<file path="config.mk">
export PLATFORM = sky130hd
export DESIGN_NAME = nmi_src_accum
export DESIGN_NICKNAME = d
export VERILOG_FILES = /design/src/rtl/nmi_src_pkg.sv /design/src/rtl/nmi_vec_decode.sv /design/src/rtl/nmi_pin_sync.sv /design/src/rtl/nmi_mask_reg.sv /design/src/rtl/nmi_src_accum.sv
export SDC_FILE = /design/constraint.sdc
export NUM_CORES = 1
export LEC_CHECK = 0
export ABC_AREA = 1
export BUFFER_PORTS_ARGS = -buffer_cell sky130_fd_sc_hd__buf_4
export CORE_MARGIN = 2
export CORE_UTILIZATION = 27
export CTS_CLUSTER_DIAMETER = 150
export DETAILED_ROUTE_END_ITERATION = 7
export PLACE_DENSITY_LB_ADDON = 0.2
export SLEW_MARGIN = 10
export SYNTH_ARGS = -nofsm -noshare
export SYNTH_HDL_FRONTEND = slang
export SYNTH_SLANG_ARGS = --single-unit
</file>
<file path="constraint.sdc">
create_clock -name clk -period 1 [get_ports clk]
set_input_delay 0.3 -clock clk [delete_from_list [all_inputs] [get_ports clk]]
set_output_delay 0.3 -clock clk [all_outputs]
set_load 0.01 [all_outputs]
</file>
<file path="src/rtl/nmi_src_pkg.sv">
package nmi_src_pkg;
    localparam int unsigned VEC_W      = 8;
    localparam int unsigned MAX_MASK_W = 64;

    typedef logic [VEC_W-1:0] src_vec_t;

    typedef struct packed {
        logic s1;
        logic s2;
        logic prev;
    } pin_sync_t;
endpackage

</file>
<file path="src/rtl/nmi_vec_decode.sv">
module nmi_vec_decode
    import nmi_src_pkg::*;
#(
    parameter int unsigned MASK_W = 16
) (
    input  logic              valid,
    input  src_vec_t          vec,
    output logic [MASK_W-1:0] hit
);
    logic in_range;
    assign in_range = (32'(vec) < MASK_W);

    // bit 0 collects "no source" and every vector beyond the mask
    assign hit[0] = valid && ((vec == '0) || !in_range);

    for (genvar i = 1; i < MASK_W; i++) begin : g_bit
        assign hit[i] = valid && (vec == VEC_W'(i));
    end
endmodule

</file>
<file path="src/rtl/nmi_pin_sync.sv">
module nmi_pin_sync
    import nmi_src_pkg::*;
(
    input  logic clk,
    input  logic rst_n,
    input  logic pin_async,
    output logic rise
);
    pin_sync_t sync_d, sync_q;

    always_comb begin
        sync_d      = sync_q;
        sync_d.s1   = pin_async;
        sync_d.s2   = sync_q.s1;
        sync_d.prev = sync_q.s2;
    end

    always_ff @(posedge clk or negedge rst_n) begin
        if (!rst_n) sync_q <= '0;
        else        sync_q <= sync_d;
    end

    assign rise = sync_q.s2 & ~sync_q.prev;
endmodule

</file>
<file path="src/rtl/nmi_mask_reg.sv">
module nmi_mask_reg #(
    parameter int unsigned MASK_W = 16
) (
    input  logic              clk,
    input  logic              rst_n,
    input  logic [MASK_W-1:0] set_bits,
    input  logic              accept,
    output logic [MASK_W-1:0] mask
);
    typedef struct packed {
        logic [MASK_W-1:0] bits;
    } mask_st_t;

    mask_st_t st_d, st_q;

    always_comb begin
        st_d      = st_q;
        st_d.bits = (accept ? '0 : st_q.bits) | set_bits;
    end

    always_ff @(posedge clk or negedge rst_n) begin
        if (!rst_n) st_q <= '0;
        else        st_q <= st_d;
    end

    assign mask = st_q.bits;
endmodule

</file>
<file path="src/rtl/nmi_src_accum.sv">
module nmi_src_accum
    import nmi_src_pkg::*;
#(
    parameter int unsigned MASK_W = 16
) (
    input  logic              clk,
    input  logic              rst_n,
    input  logic              msg_valid,
    input  logic [7:0]        msg_vec,
    input  logic              ext_nmi_pin,
    input  logic              vec_cfg_we,
    input  logic [7:0]        vec_cfg_data,
    input  logic              core_accept,
    output logic              nmi_pending,
    output logic [MASK_W-1:0] src_mask
);
    if (MASK_W < 2 || MASK_W > MAX_MASK_W) begin : g_bad_width
        initial $error("MASK_W out of supported range");
    end

    typedef struct packed {
        src_vec_t pin_vec;
    } cfg_st_t;

    cfg_st_t cfg_d, cfg_q;

    always_comb begin
        cfg_d = cfg_q;
        if (vec_cfg_we) cfg_d.pin_vec = vec_cfg_data;
    end

    always_ff @(posedge clk or negedge rst_n) begin
        if (!rst_n) cfg_q <= '0;
        else        cfg_q <= cfg_d;
    end

    logic              pin_rise;
    logic [MASK_W-1:0] msg_hit;
    logic [MASK_W-1:0] pin_hit;
    logic [MASK_W-1:0] set_bits;

    nmi_pin_sync u_sync (
        .clk       (clk),
        .rst_n     (rst_n),
        .pin_async (ext_nmi_pin),
        .rise      (pin_rise)
    );

    nmi_vec_decode #(.MASK_W(MASK_W)) u_dec_msg (
        .valid (msg_valid),
        .vec   (msg_vec),
        .hit   (msg_hit)
    );

    nmi_vec_decode #(.MASK_W(MASK_W)) u_dec_pin (
        .valid (pin_rise),
        .vec   (cfg_q.pin_vec),
        .hit   (pin_hit)
    );

    assign set_bits = msg_hit | pin_hit;

    nmi_mask_reg #(.MASK_W(MASK_W)) u_mask (
        .clk      (clk),
        .rst_n    (rst_n),
        .set_bits (set_bits),
        .accept   (core_accept),
        .mask     (src_mask)
    );

    assign nmi_pending = |src_mask;
endmodule

</file>
### After elaboration in Yosys (flattened, before gate mapping)

Cells that the tools add are included.

| word-level totals | value |
|---|---|
| bits in registers | 27 |
| output and inout bits | 17 |
| word-level logic and storage cells | 81 |

| cells by class | value |
|---|---|
| $lt $le $gt $ge | 2 |
| eq/ne operators | 30 |
| muxes and demuxes | 1 |
| bitwise operators | 4 |
| reduce and logical (&&, ||, !) cells | 39 |

Operators with widths:

| kind | count |
|---|---|
| 8-bit by 4-bit equality test with 1-bit output (second input constant) | 16 |
| 8-bit by 3-bit equality test with 1-bit output (second input constant) | 8 |
| 8-bit by 2-bit equality test with 1-bit output (second input constant) | 4 |
| 1-bit logical AND | 32 |
| 16-bit bitwise OR | 2 |
| 8-bit by 1-bit equality test with 1-bit output (second input constant) | 2 |
| 8-bit logical NOT | 2 |
| 8-bit by 5-bit < comparator with 1-bit output (second input constant) | 2 |
| 16-bit 2-to-1 mux | 1 |
| 16-bit OR reduction | 1 |
| 1-bit logical NOT | 2 |
| 1-bit logical OR | 2 |
| 1-bit AND | 1 |
| 1-bit inverter | 1 |

### Depth between registers and ports, before layout

| logic depth | value |
|---|---|
| word-level depth | 6 |
| mapped depth | 7 |
| mapped depth without buffers | 7 |

### Modules after synthesis

From an unflattened synthesis, not the netlist that was laid out.

| second synthesis, totals | value |
|---|---|
| cells, all modules | 211 |
| area total of the unflattened synthesis | 1606.5 um^2 |

By module, submodules not included:

| module | instances | cells an instance | area an instance (um^2) | seq. area each (um^2) |
|---|---|---|---|---|
| nmi_mask_reg | 1 | 66 | 598.1 | 400.4 |
| nmi_src_accum | 1 | 64 | 467.9 | 200.2 |
| nmi_vec_decode | 2 | 38 | 227.7 | 0.0 |
| nmi_pin_sync | 1 | 5 | 85.1 | 75.1 |

### Worst setup path before layout

Ideal clock, no wire load.

| path | value |
|---|---|
| kind | register to output |
| from | register u_mask.st_q, in the netlist u_mask.mask[1] |
| to | output port nmi_pending |
| arrival | 0.736 ns |
| setup slack | -0.036 ns |
| cell stages (with the launch flop) | 5 |
| buffers on the path | 0 |
| cells stage by stage | dfrtp_1 -> nor2_1 -> nand2_1 -> nor2_1 -> nand2_1 |

| on the way | value |
|---|---|
| longest elaborated chain between the ends | 1 |

RTL lines:

| what | line | RTL |
|---|---|---|
| from (decl) | nmi_mask_reg.sv:14 | `mask_st_t st_d, st_q;` |
| from (signal assigned) | nmi_mask_reg.sv:23 | `else st_q <= st_d;` |
| 16-bit OR reduction | nmi_src_accum.sv:71 | `assign nmi_pending = \|src_mask;` |
| to (decl) | nmi_src_accum.sv:14 | `output logic nmi_pending,` |

No other way between the ends.

### Worst setup path after layout

| path | value |
|---|---|
| from | register u_mask.st_q, in the netlist u_mask.mask[15] |
| to | output port nmi_pending |

The elaborated chain is that of the path after synthesis.

==> results.tsv <==
stage	metric	value	unit
status	status	finished with violations	
status	failing checks	negative setup slack	
sta	fmax	0.695	GHz
finish	ANT cells	0	
detailed_routing	Detail Route Antenna Nets	0	
yosys	Ys Warns	0	
worst_setup_path	type of origin of the critical path	flop	
worst_setup_path	Crit Path Class	reg2out	
clock_network	CTS tree	built	
worst_setup_path	Slowest cell on crit path	dfrtp_1	
finish	Seq. cell area	677	µm²
worst_setup_path	R2R Setup Slk	-50	ps
yosys	synthesized flop and latch total	27	
place	number of placed instances, taps included	300	
finish	Multi-input gate area	769	µm²
sta	setup violators final	21	
global_routing	grt total ovfl	0	
worst_setup_path	CP max FO	2	
place	IO buf count	38	
sta	minimum clock period	1440	ps
detailed_routing	Residual DRC	0	
detailed_routing	Initial DRC Count	54	
clock_network	total CTS buffers	3	
floorplanning	die width	75.3	µm
sta	max-slew violations	0	
yosys	mux cell area share after synthesis	4.10	%
clock_network	H-Tree Depth	1	
place	RePlAce Congestion	0.874	
global_routing	number of global-route vias before repair	1292	
power	total leakage power	1.24	nW
sta	hold slack	131	ps
clock_network	clock buffer depth	2	
yosys	sequential cell area fraction in the yosys report	49.2	%
worst_setup_path	Bufs and invs on worst path	1	
power	P per Cell Area	954	nW/µm²
yosys	Mapped Cells	173	
worst_setup_path	CP endpoint kind	output port	
yosys	simple-gate area share of the yosys netlist	39.4	%
detailed_routing	drt first pass iters	4	
sta	Layout Skew	2.33	ps
floorplanning	Initial Util	28.5	%
job	Max Cap Violations	0	
sta	setup TNS	-4120	ps
yosys	Avg Cell Area, Syn	7.94	µm²
yosys	syn nets	195	
finish	final net count	272	
finish	ratio of cells with drive above 1 in the final layout	51.8	%
yosys	area of the mapped netlist	1370	µm²
global_routing	initial antenna violation count	0	
place	Setup WS pre-CTS	-154	ps
worst_setup_path	Critical Path RT	700	ps
worst_setup_path	Crit path max-delay family	flip-flops	
detailed_routing	Vias	1384	
sta	Max transition margin	77.4	%
power	peak supply drop	0.873	mV
yosys	Synth Area in XOR/XNOR	0	%
detailed_routing	routed vias/inst	4.38	
clock_network	clk_lat worst skew	270	ps
finish	commonest cells after routing, fill and taps aside	44 x nand2_1, 44 x buf_4, 29 x buf_6	
worst_setup_path	critical path cell sequence	nor2_1 -> nand2_1 -> nor2_1 -> nand2_1 -> buf_6	
global_routing	first-pass GRT wire length	5830	µm
global_routing	GRT Total Usage	13.5	%
global_routing	largest net degree at the start of global routing	28	
finish	filler instances	518	
clock_network	Reg clk slew, reported paths	80	ps
floorplanning	IO Pins	39	
floorplanning	FP Rows	25	
sta	crit share post-route	144	%
clock_network	CTS Sinks	27	
sta	RSZ-0062 raised after global routing	true	
worst_setup_path	Worst EP arrival	1140	ps
finish	Synth-to-Final Area Change	69.3	%
power	PnR Total Power	2.22	mW
floorplanning	core footprint	4820	µm²
sta	Slew @ Worst Pin	338	ps
worst_setup_path	delay of the slowest critical-path stage	380	ps
floorplanning	Die Y-Extent	75.3	µm
detailed_routing	total wire length	3670	µm
yosys	synth unique cells	16	
floorplanning	die footprint	5670	µm²
clock_network	CTS root buf	clkbuf_8	
worst_hold_path	Hold Path Class	in2reg	
sta	post-layout worst setup margin	-438	ps
yosys	largest family of logic cells by synthesized area	simple AND/OR/NAND/NOR gates	
finish	fin cells	316	
detailed_routing	Avg WL per Cell	11.6	µm
yosys	Synth Area in Adders	0	%
yosys	compound-gate portion of the synthesized area	1.46	%
place	DP HPWL	2770	µm
sta	Fin. Hold Viols	0	
-- final cells by class --
class                           count  share of cell area, %
Timing Repair Buffer               75                   29.5
Multi-Input combinational cell    128                   33.1
Sequential cell                    27                   29.1
Tap cell                           67                   3.60
Clock buffer                        4                   1.94
Inverter                           15                   2.74
-- report_power, final --
| group | internal (mW) | total [mW] | leakage, nW | switching, mW |
|---|---|---|---|---|
| registers | 1.14 | 1.18 | 0.348 | 0.0413 |
| clock network | 0.285 | 0.605 | 0.0228 | 0.319 |
| logic | 0.214 | 0.436 | 0.867 | 0.223 |
| total | 1.64 | 2.22 | 1.24 | 0.583 |
-- what timing repair did --
action	CTS	global route
gates resized for setup	43	29
pin swaps	18	20
cloned	0	0
endpoints found under the setup margin	33	33
hold buffers	1	0
setup buffers	5	12
endpoints found under the hold margin	27	0
-- flip-flops by register name, indices dropped and copies added, names as in the netlist --
register       flops
u_mask.mask       16
u_sync.sync_d      2
u_sync.sync_q      1
cfg_q              8
-- cell usage after synthesis --
library cell | count | area [µm²]
nor2_4 | 2 | 22.5
inv_2 | 1 | 3.75
inv_4 | 1 | 6.26
dfrtp_1 | 27 | 676
buf_6 | 1 | 11.3
buf_2 | 2 | 10.0
o21ai_0 | 3 | 15.0
nand2_1 | 50 | 188
nand3_2 | 3 | 30.0
nor2_1 | 23 | 86.3
nor2_2 | 6 | 37.5
mux2_2 | 5 | 56.3
nand3_1 | 33 | 165
nand2_2 | 2 | 12.5
a21oi_1 | 1 | 5.00
inv_1 | 13 | 48.8
-- worst reg2reg max path: cells and delay by family, from the launching register on --
kind	cells	cell delay (ps)
simple gates	5	580
flops	1	410
-- logic make-up (layout without fill, tap and decap cells) --
group           Yosys count  count (layout)
mux                       5               5
buf+inv                  18              94
flops                    27              27
simple gates            119             119
compound gates            4               4
-- path summary, 6_finish.rpt --
| kind | startpoint | end | cells after the start |
|---|---|---|---|
| setup / recovery | u_mask.mask[15] | nmi_pending | 5 |
| hold / removal | ext_nmi_pin | u_sync.sync_d[1] | 1 |
| setup reg to reg | cfg_q[4] | u_mask.mask[4] | 5 |
| hold reg to reg | u_sync.sync_d[1] | u_sync.sync_d[0] | 0 |
| max in group asynchronous | rst_n | cfg_q[2] | 2 |
| min in group asynchronous | rst_n | u_mask.mask[4] | 2 |
-- layer usage --
layer / vias to the layer above / global-route usage [%] / routed length, µm
li1: 712 / - / -
met1: 639 / 16.9 / 1490
met2: 29 / 23.8 / 1950
met3: 4 / 3.31 / 176
met4: 0 / 2.92 / 50
met5: - / 0 / 0
-- per-stage QoR --
stage                     area [µm²]  utilization [%]
after floorplan                 1370                -
after detailed placement        1910             39.6
after global placement          1910             39.6
after CTS                       2140             44.4
final                           2330             48.3
after global routing            2330             48.3
Power figures use the tool's default switching activity.
